File: config.mk
export PLATFORM = sky130hd
export DESIGN_NAME = vsel_i2c_slave
export DESIGN_NICKNAME = d
export VERILOG_FILES = /design/src/rtl/vsel_pkg.sv /design/src/rtl/vsel_sync.sv /design/src/rtl/vsel_bus_events.sv /design/src/rtl/vsel_byte_fsm.sv /design/src/rtl/vsel_level_reg.sv /design/src/rtl/vsel_i2c_slave.sv
export SDC_FILE = /design/constraint.sdc
export NUM_CORES = 1
export LEC_CHECK = 0
export ABC_AREA = 1
export CAP_MARGIN = 20
export CORE_AREA = 2 2 76 78
export CTS_BUF_LIST = sky130_fd_sc_hd__clkbuf_8
export DETAILED_ROUTE_END_ITERATION = 6
export DIE_AREA = 0 0 78 80
export DONT_BUFFER_PORTS = 1
export PLACE_DENSITY_LB_ADDON = 0.3
export SLEW_MARGIN = 20
export SYNTH_ARGS = -nofsm -noshare
export SYNTH_HDL_FRONTEND = slang
export SYNTH_HIERARCHICAL = 1
export SYNTH_SLANG_ARGS = --single-unit
File: constraint.sdc
create_clock -name clk -period 1.7 [get_ports clk]
set_input_delay 0.425 -clock clk [delete_from_list [all_inputs] [get_ports clk]]
set_output_delay 0.425 -clock clk [all_outputs]
set_load 0.1 [all_outputs]
File: src/rtl/vsel_pkg.sv
package vsel_pkg;
    localparam int BYTE_W = 8;

    typedef enum logic [2:0] {
        ST_IDLE,
        ST_ADDR,
        ST_ADDR_ACK,
        ST_PTR,
        ST_PTR_ACK,
        ST_DATA,
        ST_DATA_ACK,
        ST_IGNORE
    } vsel_state_e;

    typedef struct packed {
        logic start;
        logic stop;
        logic scl_rise;
        logic scl_fall;
        logic sda;
    } bus_ev_t;
endpackage

File: src/rtl/vsel_sync.sv
module vsel_sync #(
    parameter int STAGES = 2
) (
    input  logic clk,
    input  logic rst_n,
    input  logic d,
    output logic q
);
    logic [STAGES-1:0] chain_q;

    always_ff @(posedge clk or negedge rst_n) begin
        if (!rst_n) begin
            chain_q <= '1;
        end else begin
            chain_q <= {chain_q[STAGES-2:0], d};
        end
    end

    assign q = chain_q[STAGES-1];
endmodule

File: src/rtl/vsel_bus_events.sv
module vsel_bus_events
    import vsel_pkg::*;
(
    input  logic    clk,
    input  logic    rst_n,
    input  logic    scl_s,
    input  logic    sda_s,
    output bus_ev_t ev
);
    logic scl_d;
    logic sda_d;

    always_ff @(posedge clk or negedge rst_n) begin
        if (!rst_n) begin
            scl_d <= 1'b1;
            sda_d <= 1'b1;
        end else begin
            scl_d <= scl_s;
            sda_d <= sda_s;
        end
    end

    always_comb begin
        ev.start    = scl_s & scl_d & sda_d & ~sda_s;
        ev.stop     = scl_s & scl_d & ~sda_d & sda_s;
        ev.scl_rise = scl_s & ~scl_d;
        ev.scl_fall = ~scl_s & scl_d;
        ev.sda      = sda_s;
    end
endmodule

File: src/rtl/vsel_byte_fsm.sv
module vsel_byte_fsm
    import vsel_pkg::*;
#(
    parameter logic [BYTE_W-1:0] DEV_ADDR = 8'h10
) (
    input  logic              clk,
    input  logic              rst_n,
    input  bus_ev_t           ev,
    output logic              sda_low,
    output logic              wr_en,
    output logic [BYTE_W-1:0] wr_ptr,
    output logic [BYTE_W-1:0] wr_data
);
    localparam int CNT_W = $clog2(BYTE_W);

    vsel_state_e       state_q, state_d;
    logic [CNT_W-1:0]  bitcnt_q;
    logic [BYTE_W-1:0] shreg_q;
    logic [BYTE_W-1:0] ptr_q;
    logic              full_q;
    logic              receiving;
    logic              byte_done;

    assign receiving = (state_q == ST_ADDR) || (state_q == ST_PTR) || (state_q == ST_DATA);
    assign byte_done = receiving && ev.scl_fall && full_q && !ev.start && !ev.stop;

    // next-state logic
    always_comb begin
        state_d = state_q;
        if (ev.start) begin
            state_d = ST_ADDR;
        end else if (ev.stop) begin
            state_d = ST_IDLE;
        end else begin
            unique case (state_q)
                ST_IDLE:     state_d = ST_IDLE;
                ST_IGNORE:   state_d = ST_IGNORE;
                ST_ADDR:     if (byte_done) state_d = (shreg_q == DEV_ADDR) ? ST_ADDR_ACK : ST_IGNORE;
                ST_PTR:      if (byte_done) state_d = ST_PTR_ACK;
                ST_DATA:     if (byte_done) state_d = ST_DATA_ACK;
                ST_ADDR_ACK: if (ev.scl_fall) state_d = ST_PTR;
                ST_PTR_ACK:  if (ev.scl_fall) state_d = ST_DATA;
                ST_DATA_ACK: if (ev.scl_fall) state_d = ST_DATA;
            endcase
        end
    end

    // state register and receive datapath
    always_ff @(posedge clk or negedge rst_n) begin
        if (!rst_n) begin
            state_q  <= ST_IDLE;
            bitcnt_q <= '0;
            shreg_q  <= '0;
            ptr_q    <= '0;
            full_q   <= 1'b0;
        end else begin
            state_q <= state_d;
            if (ev.start || ev.stop || byte_done) begin
                bitcnt_q <= '0;
                full_q   <= 1'b0;
            end else if (receiving && ev.scl_rise) begin
                shreg_q  <= {shreg_q[BYTE_W-2:0], ev.sda};
                bitcnt_q <= bitcnt_q + 1'b1;
                if (bitcnt_q == CNT_W'(BYTE_W - 1)) begin
                    full_q <= 1'b1;
                end
            end
            if (byte_done && state_q == ST_PTR) begin
                ptr_q <= shreg_q;
            end else if (byte_done && state_q == ST_DATA) begin
                ptr_q <= ptr_q + 1'b1;
            end
        end
    end

    // registered outputs
    always_ff @(posedge clk or negedge rst_n) begin
        if (!rst_n) begin
            sda_low <= 1'b0;
            wr_en   <= 1'b0;
            wr_ptr  <= '0;
            wr_data <= '0;
        end else begin
            sda_low <= (state_d == ST_ADDR_ACK) || (state_d == ST_PTR_ACK) ||
                       (state_d == ST_DATA_ACK);
            wr_en   <= byte_done && (state_q == ST_DATA);
            if (byte_done && state_q == ST_DATA) begin
                wr_ptr  <= ptr_q;
                wr_data <= shreg_q;
            end
        end
    end
endmodule

File: src/rtl/vsel_level_reg.sv
module vsel_level_reg
    import vsel_pkg::*;
#(
    parameter int                CODE_W       = 6,
    parameter int                MAX_CODE     = 40,
    parameter int                DEFAULT_CODE = 18,
    parameter logic [BYTE_W-1:0] REG_ADDR     = 8'h00
) (
    input  logic              clk,
    input  logic              rst_n,
    input  logic              wr_en,
    input  logic [BYTE_W-1:0] wr_ptr,
    input  logic [BYTE_W-1:0] wr_data,
    output logic [CODE_W-1:0] level,
    output logic              update
);
    localparam logic [BYTE_W-1:0] MAX_B = BYTE_W'(MAX_CODE);
    localparam logic [CODE_W-1:0] MAX_C = CODE_W'(MAX_CODE);
    localparam logic [CODE_W-1:0] DEF_C = CODE_W'(DEFAULT_CODE);

    logic [CODE_W-1:0] sat_code;
    logic              hit;

    assign sat_code = (wr_data > MAX_B) ? MAX_C : wr_data[CODE_W-1:0];
    assign hit      = wr_en && (wr_ptr == REG_ADDR);

    always_ff @(posedge clk or negedge rst_n) begin
        if (!rst_n) begin
            level  <= DEF_C;
            update <= 1'b0;
        end else begin
            update <= hit && (sat_code != level);
            if (hit) begin
                level <= sat_code;
            end
        end
    end
endmodule

File: src/rtl/vsel_i2c_slave.sv
module vsel_i2c_slave
    import vsel_pkg::*;
#(
    parameter int                SYNC_STAGES  = 2,
    parameter logic [BYTE_W-1:0] DEV_ADDR     = 8'h10,
    parameter logic [BYTE_W-1:0] REG_ADDR     = 8'h00,
    parameter int                CODE_W       = 6,
    parameter int                MAX_CODE     = 40,
    parameter int                DEFAULT_CODE = 18
) (
    input  logic              clk,
    input  logic              rst_n,
    input  logic              scl_in,
    input  logic              sda_in,
    output logic              sda_pull_low,
    output logic [CODE_W-1:0] level_code,
    output logic              level_update
);
    localparam int NLINES = 2;

    logic [NLINES-1:0] pad_raw;
    logic [NLINES-1:0] pad_sync;
    logic              scl_sync;
    logic              sda_sync;
    bus_ev_t           bus_ev;
    logic              ev_stop;
    logic              wr_en;
    logic [BYTE_W-1:0] wr_ptr;
    logic [BYTE_W-1:0] wr_data;

    assign pad_raw = {sda_in, scl_in};

    for (genvar g = 0; g < NLINES; g++) begin : g_sync
        vsel_sync #(.STAGES(SYNC_STAGES)) u_sync (
            .clk   (clk),
            .rst_n (rst_n),
            .d     (pad_raw[g]),
            .q     (pad_sync[g])
        );
    end

    assign scl_sync = pad_sync[0];
    assign sda_sync = pad_sync[1];

    vsel_bus_events u_events (
        .clk   (clk),
        .rst_n (rst_n),
        .scl_s (scl_sync),
        .sda_s (sda_sync),
        .ev    (bus_ev)
    );

    assign ev_stop = bus_ev.stop;

    vsel_byte_fsm #(.DEV_ADDR(DEV_ADDR)) u_fsm (
        .clk     (clk),
        .rst_n   (rst_n),
        .ev      (bus_ev),
        .sda_low (sda_pull_low),
        .wr_en   (wr_en),
        .wr_ptr  (wr_ptr),
        .wr_data (wr_data)
    );

    vsel_level_reg #(
        .CODE_W       (CODE_W),
        .MAX_CODE     (MAX_CODE),
        .DEFAULT_CODE (DEFAULT_CODE),
        .REG_ADDR     (REG_ADDR)
    ) u_level (
        .clk     (clk),
        .rst_n   (rst_n),
        .wr_en   (wr_en),
        .wr_ptr  (wr_ptr),
        .wr_data (wr_data),
        .level   (level_code),
        .update  (level_update)
    );
endmodule

==> Word level (Yosys, flattened, before mapping) <==
Cells that the tools add are included.
{ "word_totals": {"reg_bits": 54, "input_bits": 4, "wordCells": 85} }
{ "op_classes": {"n_addsub": 2, "magnitude_cmp": 1, "eq_ne": 13, "muxes": 17, "bitwise": 12, "n_reduce_logical": 25} }
{ "ops": {"columns": ["op", "count"], "rows": [
  ["3-bit 2-to-1 mux", 10],
  ["3-bit equality test, second input constant", 7],
  ["3-bit one-hot mux with 7 select lines", 1],
  ["8-bit 2-to-1 mux", 2],
  ["3-bit by 2-bit equality test with 1-bit output, second input constant", 3],
  ["1-bit logical AND", 9],
  ["8-bit by 1-bit adder with 8-bit output, second input constant", 1],
  ["8-bit by 5-bit equality test with 1-bit output, second input constant", 1],
  ["8-bit by 6-bit > comparator with 1-bit output, second input constant", 1],
  ["8-bit logical NOT", 1],
  ["1-bit bitwise AND", 7],
  ["1-bit logical OR", 6],
  ["6-bit 2-to-1 mux", 1],
  ["6-bit != test", 1],
  ["2-bit nonzero test", 3],
  ["1-bit NOT", 5],
  ["2-bit AND reduction", 2],
  ["3-bit by 1-bit adder with 3-bit output, second input constant", 1],
  ["3-bit by 1-bit equality test with 1-bit output, second input constant", 1],
  ["3-bit logical NOT", 1],
  ["1-bit 2-to-1 mux", 3],
  ["1-bit logical NOT", 2],
  ["2-bit OR reduction", 1]
]} }

==> Depth between registers and ports, before layout <==
Gate-level depths: netlist (run 1).
{ "logic_depth": {"ltp_word": 14, "depth_mapped": 12, "mapped_depth_nobuf": 12} }

==> By module <==
Netlist (run 1), hierarchy kept.
{ "by_module_without_submodules": {"columns": ["module", "instances", "cells_each", "area_per_inst_um2"], "rows": [
  ["vsel_byte_fsm", 1, 218, 1894.3],
  ["vsel_level_reg", 1, 67, 504.2],
  ["vsel_sync", 2, 2, 52.6],
  ["vsel_bus_events", 1, 14, 101.3]
]} }

==> Worst setup path after synthesis (run 1) <==
Ideal clock, no wire load.
{ "synth_timing": {"path_type": "register to register", "start": "reg g_sync[1].u_sync.chain_q[1]", "end": "reg u_fsm.ptr_q[1]", "setup_ns": 0.130, "t_arrival_ns": 1.462, "required_time_ns": 1.570, "slack_ns": 0.108, "stages_incl_launch_ff": 11, "n_path_buf": 1, "period_less_slack_ns": 1.592, "cell_sequence": "dfstp_2 inv_1 nand2_1 nor2_1 nor2_4 nand2_2 nor2_4 nand3_2 buf_4 nand2_1 o211ai_1"} }
{ "synth_rtl": {"columns": ["item", "line_no", "source"], "rows": [
  ["from (decl)", "vsel_sync.sv:9", "logic [STAGES-1:0] chain_q;"],
  ["from (signal assigned)", "vsel_sync.sv:15", "chain_q <= {chain_q[STAGES-2:0], d};"],
  ["to (signal assigned)", "vsel_byte_fsm.sv:69", "ptr_q <= shreg_q;"],
  ["to (signal assigned)", "vsel_byte_fsm.sv:71", "ptr_q <= ptr_q + 1'b1;"],
  ["to (decl)", "vsel_byte_fsm.sv:19", "logic [BYTE_W-1:0] ptr_q;"]
]} }

==> results.md, run 1 <==
Detailed routing:
- The total vias in the final route is approximately 2000.
- The violation count after the first detailed-route iteration is ~180.
- The mean number of vias per cell is 5.121.
- Dividing the detail-routed wire length by the instance count gives 13.33 um.
- The detail route stage leaves a number of antenna-violating nets equal to 0.
- The number of detailed-routing iterations run before antenna repair is 4.
- Wires add up to 5.307 mm.
- The number of remaining DRC errors is 0.

Floorplan:
- For this design the top-level I/O count stands at 12.
- The number of placement rows is 27.
- In this run the horizontal extent of the chip is 78 um.
- The starting density of the core is 48.19%.
- The y dimension of the die is ~80 um.
- The placeable core area is ~5400 sq um.
- The die area is 6240 sq um.

GRT:
- The overall track demand over capacity in global routing is 16.96%.
- Entering global routing, the biggest net connects 55 pins.
- The number of antenna violations at the first check in global routing was 0.
- The wire length of the first global-routing pass is 8.390 mm.
- The total overflow reported by the global router is 0.
- The via count of the first global-routing pass is ~1900.

Clock tree:
- The total clock sinks is 54.
- TritonCTS built the clock tree.
- Buffers inserted during clock tree synthesis total 5.
- Clock tree synthesis selected as its root buffer the cell clkbuf_8.
- The maximum clock insertion buffer count is 2.
- The count of H-tree levels built during CTS is 2.
- Clock-pin slew was measured on the worst setup and hold paths at 0.09 ns.
- The clock latency on the worst-skew pair is 0.30 ns.

Timing:
- The worst path in the final design needs a cycle of 1.706 ns, including I/O delays and setup.
- The clock arrives with approximately 0.0084 ns of skew.
- The relative slew slack is a little under three quarters.
- The final-report setup violation count is 2.
- The final worst-path setup slack is -0.005686 ns.
- The total count of max-transition violations in the final report is 0.
- Setup repair after global routing could not meet its margin everywhere.
- The final count of hold timing violations is 0.
- The transition time at the pin with the least slew margin is roughly 0.43 ns.
- Derived from the worst setup path, the maximum achievable clock frequency is 586.3 MHz.
- The post-route fraction of the period consumed by the critical path is 100.3%.

Finish:
- The finished cells cover about 3200 sq um.
- Of the cells placed in the final design, the portion with a size suffix greater than 1 is 32.52%.
- The area growth from synthesis to layout is 24.02%.
- Counting the fill cells in the layout gives between 400 and 500.
- For this run, the post-layout net count is 332.
- The number of antenna diodes in the final layout is 0.
- The final instance count without filler cells is 398.

Run status:
- The final reports fail on setup timing.
- The run finished, with violations left.

Logic synthesis:
- The cell area after synthesis is about 2600 sq um.
- The number of warnings reported in the yosys synthesis log is 6.
- The most used flip-flop cell after synthesis is dfrtp_1.
- The commonest cells after synthesis are nand2_1, dfrtp_1, inv_1.
- After synthesis the netlist holds a flip-flop and latch count of 54.
- In this run, synthesis inferred 0 flip-flops with an integrated enable.
- By area the synthesized netlist is led by dfrtp_1, nand2_1, dfstp_2, inv_1, o21ai_1.
- The proportion of synthesized flip-flops having asynchronous set or reset is 100.0%.
- After synthesis, flip-flops and latches occupy 52.26% of the total area.
- Averaged over all synthesized cells, the footprint is 8.597 sq um.
- The biggest area contributor in the post-synthesis netlist is dfrtp_1.
- The area fraction of the dominant cell type after synthesis is 44.19%.
- The cell count after synthesis came out at 303.
- nand2_1 is the most common cell in the netlist.
- The synthesized netlist contains 31 unique library cells.
- The number of nets in the synthesized netlist is 310.

Placed design:
- Prior to clock tree synthesis, the placed netlist has a worst setup slack of -0.01550 ns.
- The congestion estimate from routability-driven global placement came to 0.7798.
- After detailed placement, the total cell area comes to about 2800 sq um.
- The count of input and output buffers is 0.
- Once detailed placement completed, the half-perimeter wirelength came to 3.300 mm.
- After detailed placement, the design holds a cell count of 383.

Worst setup path:
- The critical setup path kind is flop to flop.
- STA classifies the critical path startpoint as a flop.
- The worst setup path is captured at a flop.
- The required time of the worst setup path is 1.90 ns.
- Data arrives at the worst endpoint at 1.90 ns.
- The maximum fanout encountered on the critical timing path is 16.

Pwr:
- The leakage power summed over all cells is 1.514 nW.
- The maximum vdd drop is 0.5565 mV.
- The total power divided by cell area is 828.4 nW/um^2.

Worst hold path:
- The classification of the worst-slack hold path is input port to flop.

Flow run:
- The number of max-cap violations is 0.
[sequential cells by signal, summed over array words and instances, names as in the netlist, 3 cells and up]
| name | count |
|---|---|
| u_level/level | 6 |
| u_fsm/wr_ptr | 8 |
| u_fsm/bitcnt_q | 3 |
| u_fsm/shreg_q | 8 |
| u_fsm/ptr_q | 8 |
| u_fsm/wr_data | 8 |
| g_sync.u_sync/chain_q | 4 |
| u_fsm/state_q | 3 |
[cells in the final DEF (no fill, tap or decap), types with 3 or more instances in the layout]
cell | synthesis | routed
ha_1 | 3 | 3
o21ai_1 | 24 | 15
nor2_1 | 15 | 11
o21ai_0 | 4 | 4
clkbuf_8 | 0 | 5
nand4_1 | 5 | 5
nand3_4 | 1 | 5
nand2_4 | 1 | 10
xor2_1 | 4 | 4
inv_2 | 4 | 5
o21ai_2 | 6 | 15
dfstp_2 | 8 | 8
nor2_4 | 3 | 4
nand2_1 | 87 | 70
o221ai_2 | 0 | 3
dfrtp_1 | 46 | 46
nand3_1 | 22 | 13
nand3_2 | 1 | 7
nor2_2 | 4 | 7
a21oi_1 | 4 | 4
inv_1 | 38 | 37
buf_4 | 2 | 14
nand2_2 | 3 | 11
[layer usage]
metal  wire, um  vias up  global-route usage [%]  part of all wire (%)
li1           -     1010                       -                     -
met1       2409      995                   22.25                    45
met2       2703       28                   27.76                    51
met3        138        5                   4.186                   2.6
met4         56        0                   5.439                   1.1
met5          0        -                       0                     0
[area by class of cell]
cell class	instances	area (sq um)	area share (%)
clock inverters	3	41.29	1.278
flip-flops and latches	54	1361	42.14
clock buffers	5	68.82	2.130
inverters	42	160.2	4.957
multi-input cells	201	1280	39.62
repair buffers	21	229.0	7.088
well taps	72	90.09	2.789
[cell families (layout without fill, tap and decap cells)]
logic type,after synthesis,in the layout,synth area share (%)
and+or+nand+nor,146,147,25.84
DFF,54,54,52.26
buffers and inverters,49,71,8.069
AOI/OAI and AO/OA,45,45,10.38
xor gates and xnor gates,6,6,2.017
adders and majority gates,3,3,1.441
[what timing repair did]
item,in CTS,in global routing
endpoints found under the setup margin,1,33
cloned,0,4
hold buffers,2,0
resized for setup,2,59
hold endpoints to repair,54,0
buffers inserted,0,1
pin swaps,0,10
[metrics by stage]
step / setup TNS (ns) / total power [mW] / hold WS (ns) / util, %
floorplan: 0 / 1.706 / 0.1294 / -
global placement: 0 / 1.778 / 0.1316 / 51.20
detailed placement: -0.01550 / 1.789 / 0.1316 / 51.20
CTS: 0 / 2.680 / 0.09516 / 54.03
global route: -2.949 / 2.827 / 0.08467 / 59.77
finish: -0.01084 / 2.676 / 0.1115 / 59.77
[worst max-delay path, stage by stage, from the launching register on]
cell	delay (ns)
dfstp_2	0.56
inv_1	0.04
nand2_1	0.07
nor2_2	0.05
nor2_4	0.11
nand2_4	0.07
nor2_4	0.17
nand3_4	0.16
clkbuf_16	0.23
nand2_1	0.07
o21ai_1	0.06
[path summary, 6_finish.rpt]
kind	to	startpoint	slack, ns	depth (start not counted)
setup / recovery	u_fsm/wr_data[6]$_DFFE_PN0P_	g_sync[1].u_sync/chain_q[1]$_DFF_PN1_	-0.006	10
setup reg to reg	u_fsm/wr_data[6]$_DFFE_PN0P_	g_sync[1].u_sync/chain_q[1]$_DFF_PN1_	-0.006	10
hold reg to reg	g_sync[1].u_sync/chain_q[1]$_DFF_PN1_	g_sync[1].u_sync/chain_q[0]$_DFF_PN1_	0.37	0
max in group asynchronous	u_events/sda_d$_DFF_PN1_	rst_n	0.79	2
min in group asynchronous	u_fsm/wr_ptr[2]$_DFFE_PN0P_	rst_n	0.63	2
hold / removal	g_sync[1].u_sync/chain_q[0]$_DFF_PN1_	sda_in	0.11	0
[power breakdown]
part           switching, mW  total [mW]  internal, mW  leakage [nW]
logic                  0.246       0.359         0.113         0.744
registers             0.0752        1.47          1.40         0.715
clock network          0.413       0.847         0.434        0.0556
total                  0.734        2.68          1.94          1.51
Note: power is estimated with default switching activity, not from simulation.
==> run 2, diff against run 1 <==
--- a/config.mk
+++ b/config.mk
@@ -6,7 +6,6 @@
 export NUM_CORES = 1
 export LEC_CHECK = 0
 export ABC_AREA = 1
-export CAP_MARGIN = 20
 export CORE_AREA = 2 2 76 78
 export CTS_BUF_LIST = sky130_fd_sc_hd__clkbuf_8
 export DETAILED_ROUTE_END_ITERATION = 6
==> results of run 2 <==
Final layout, timing and power as in run 1 (identical DEF).
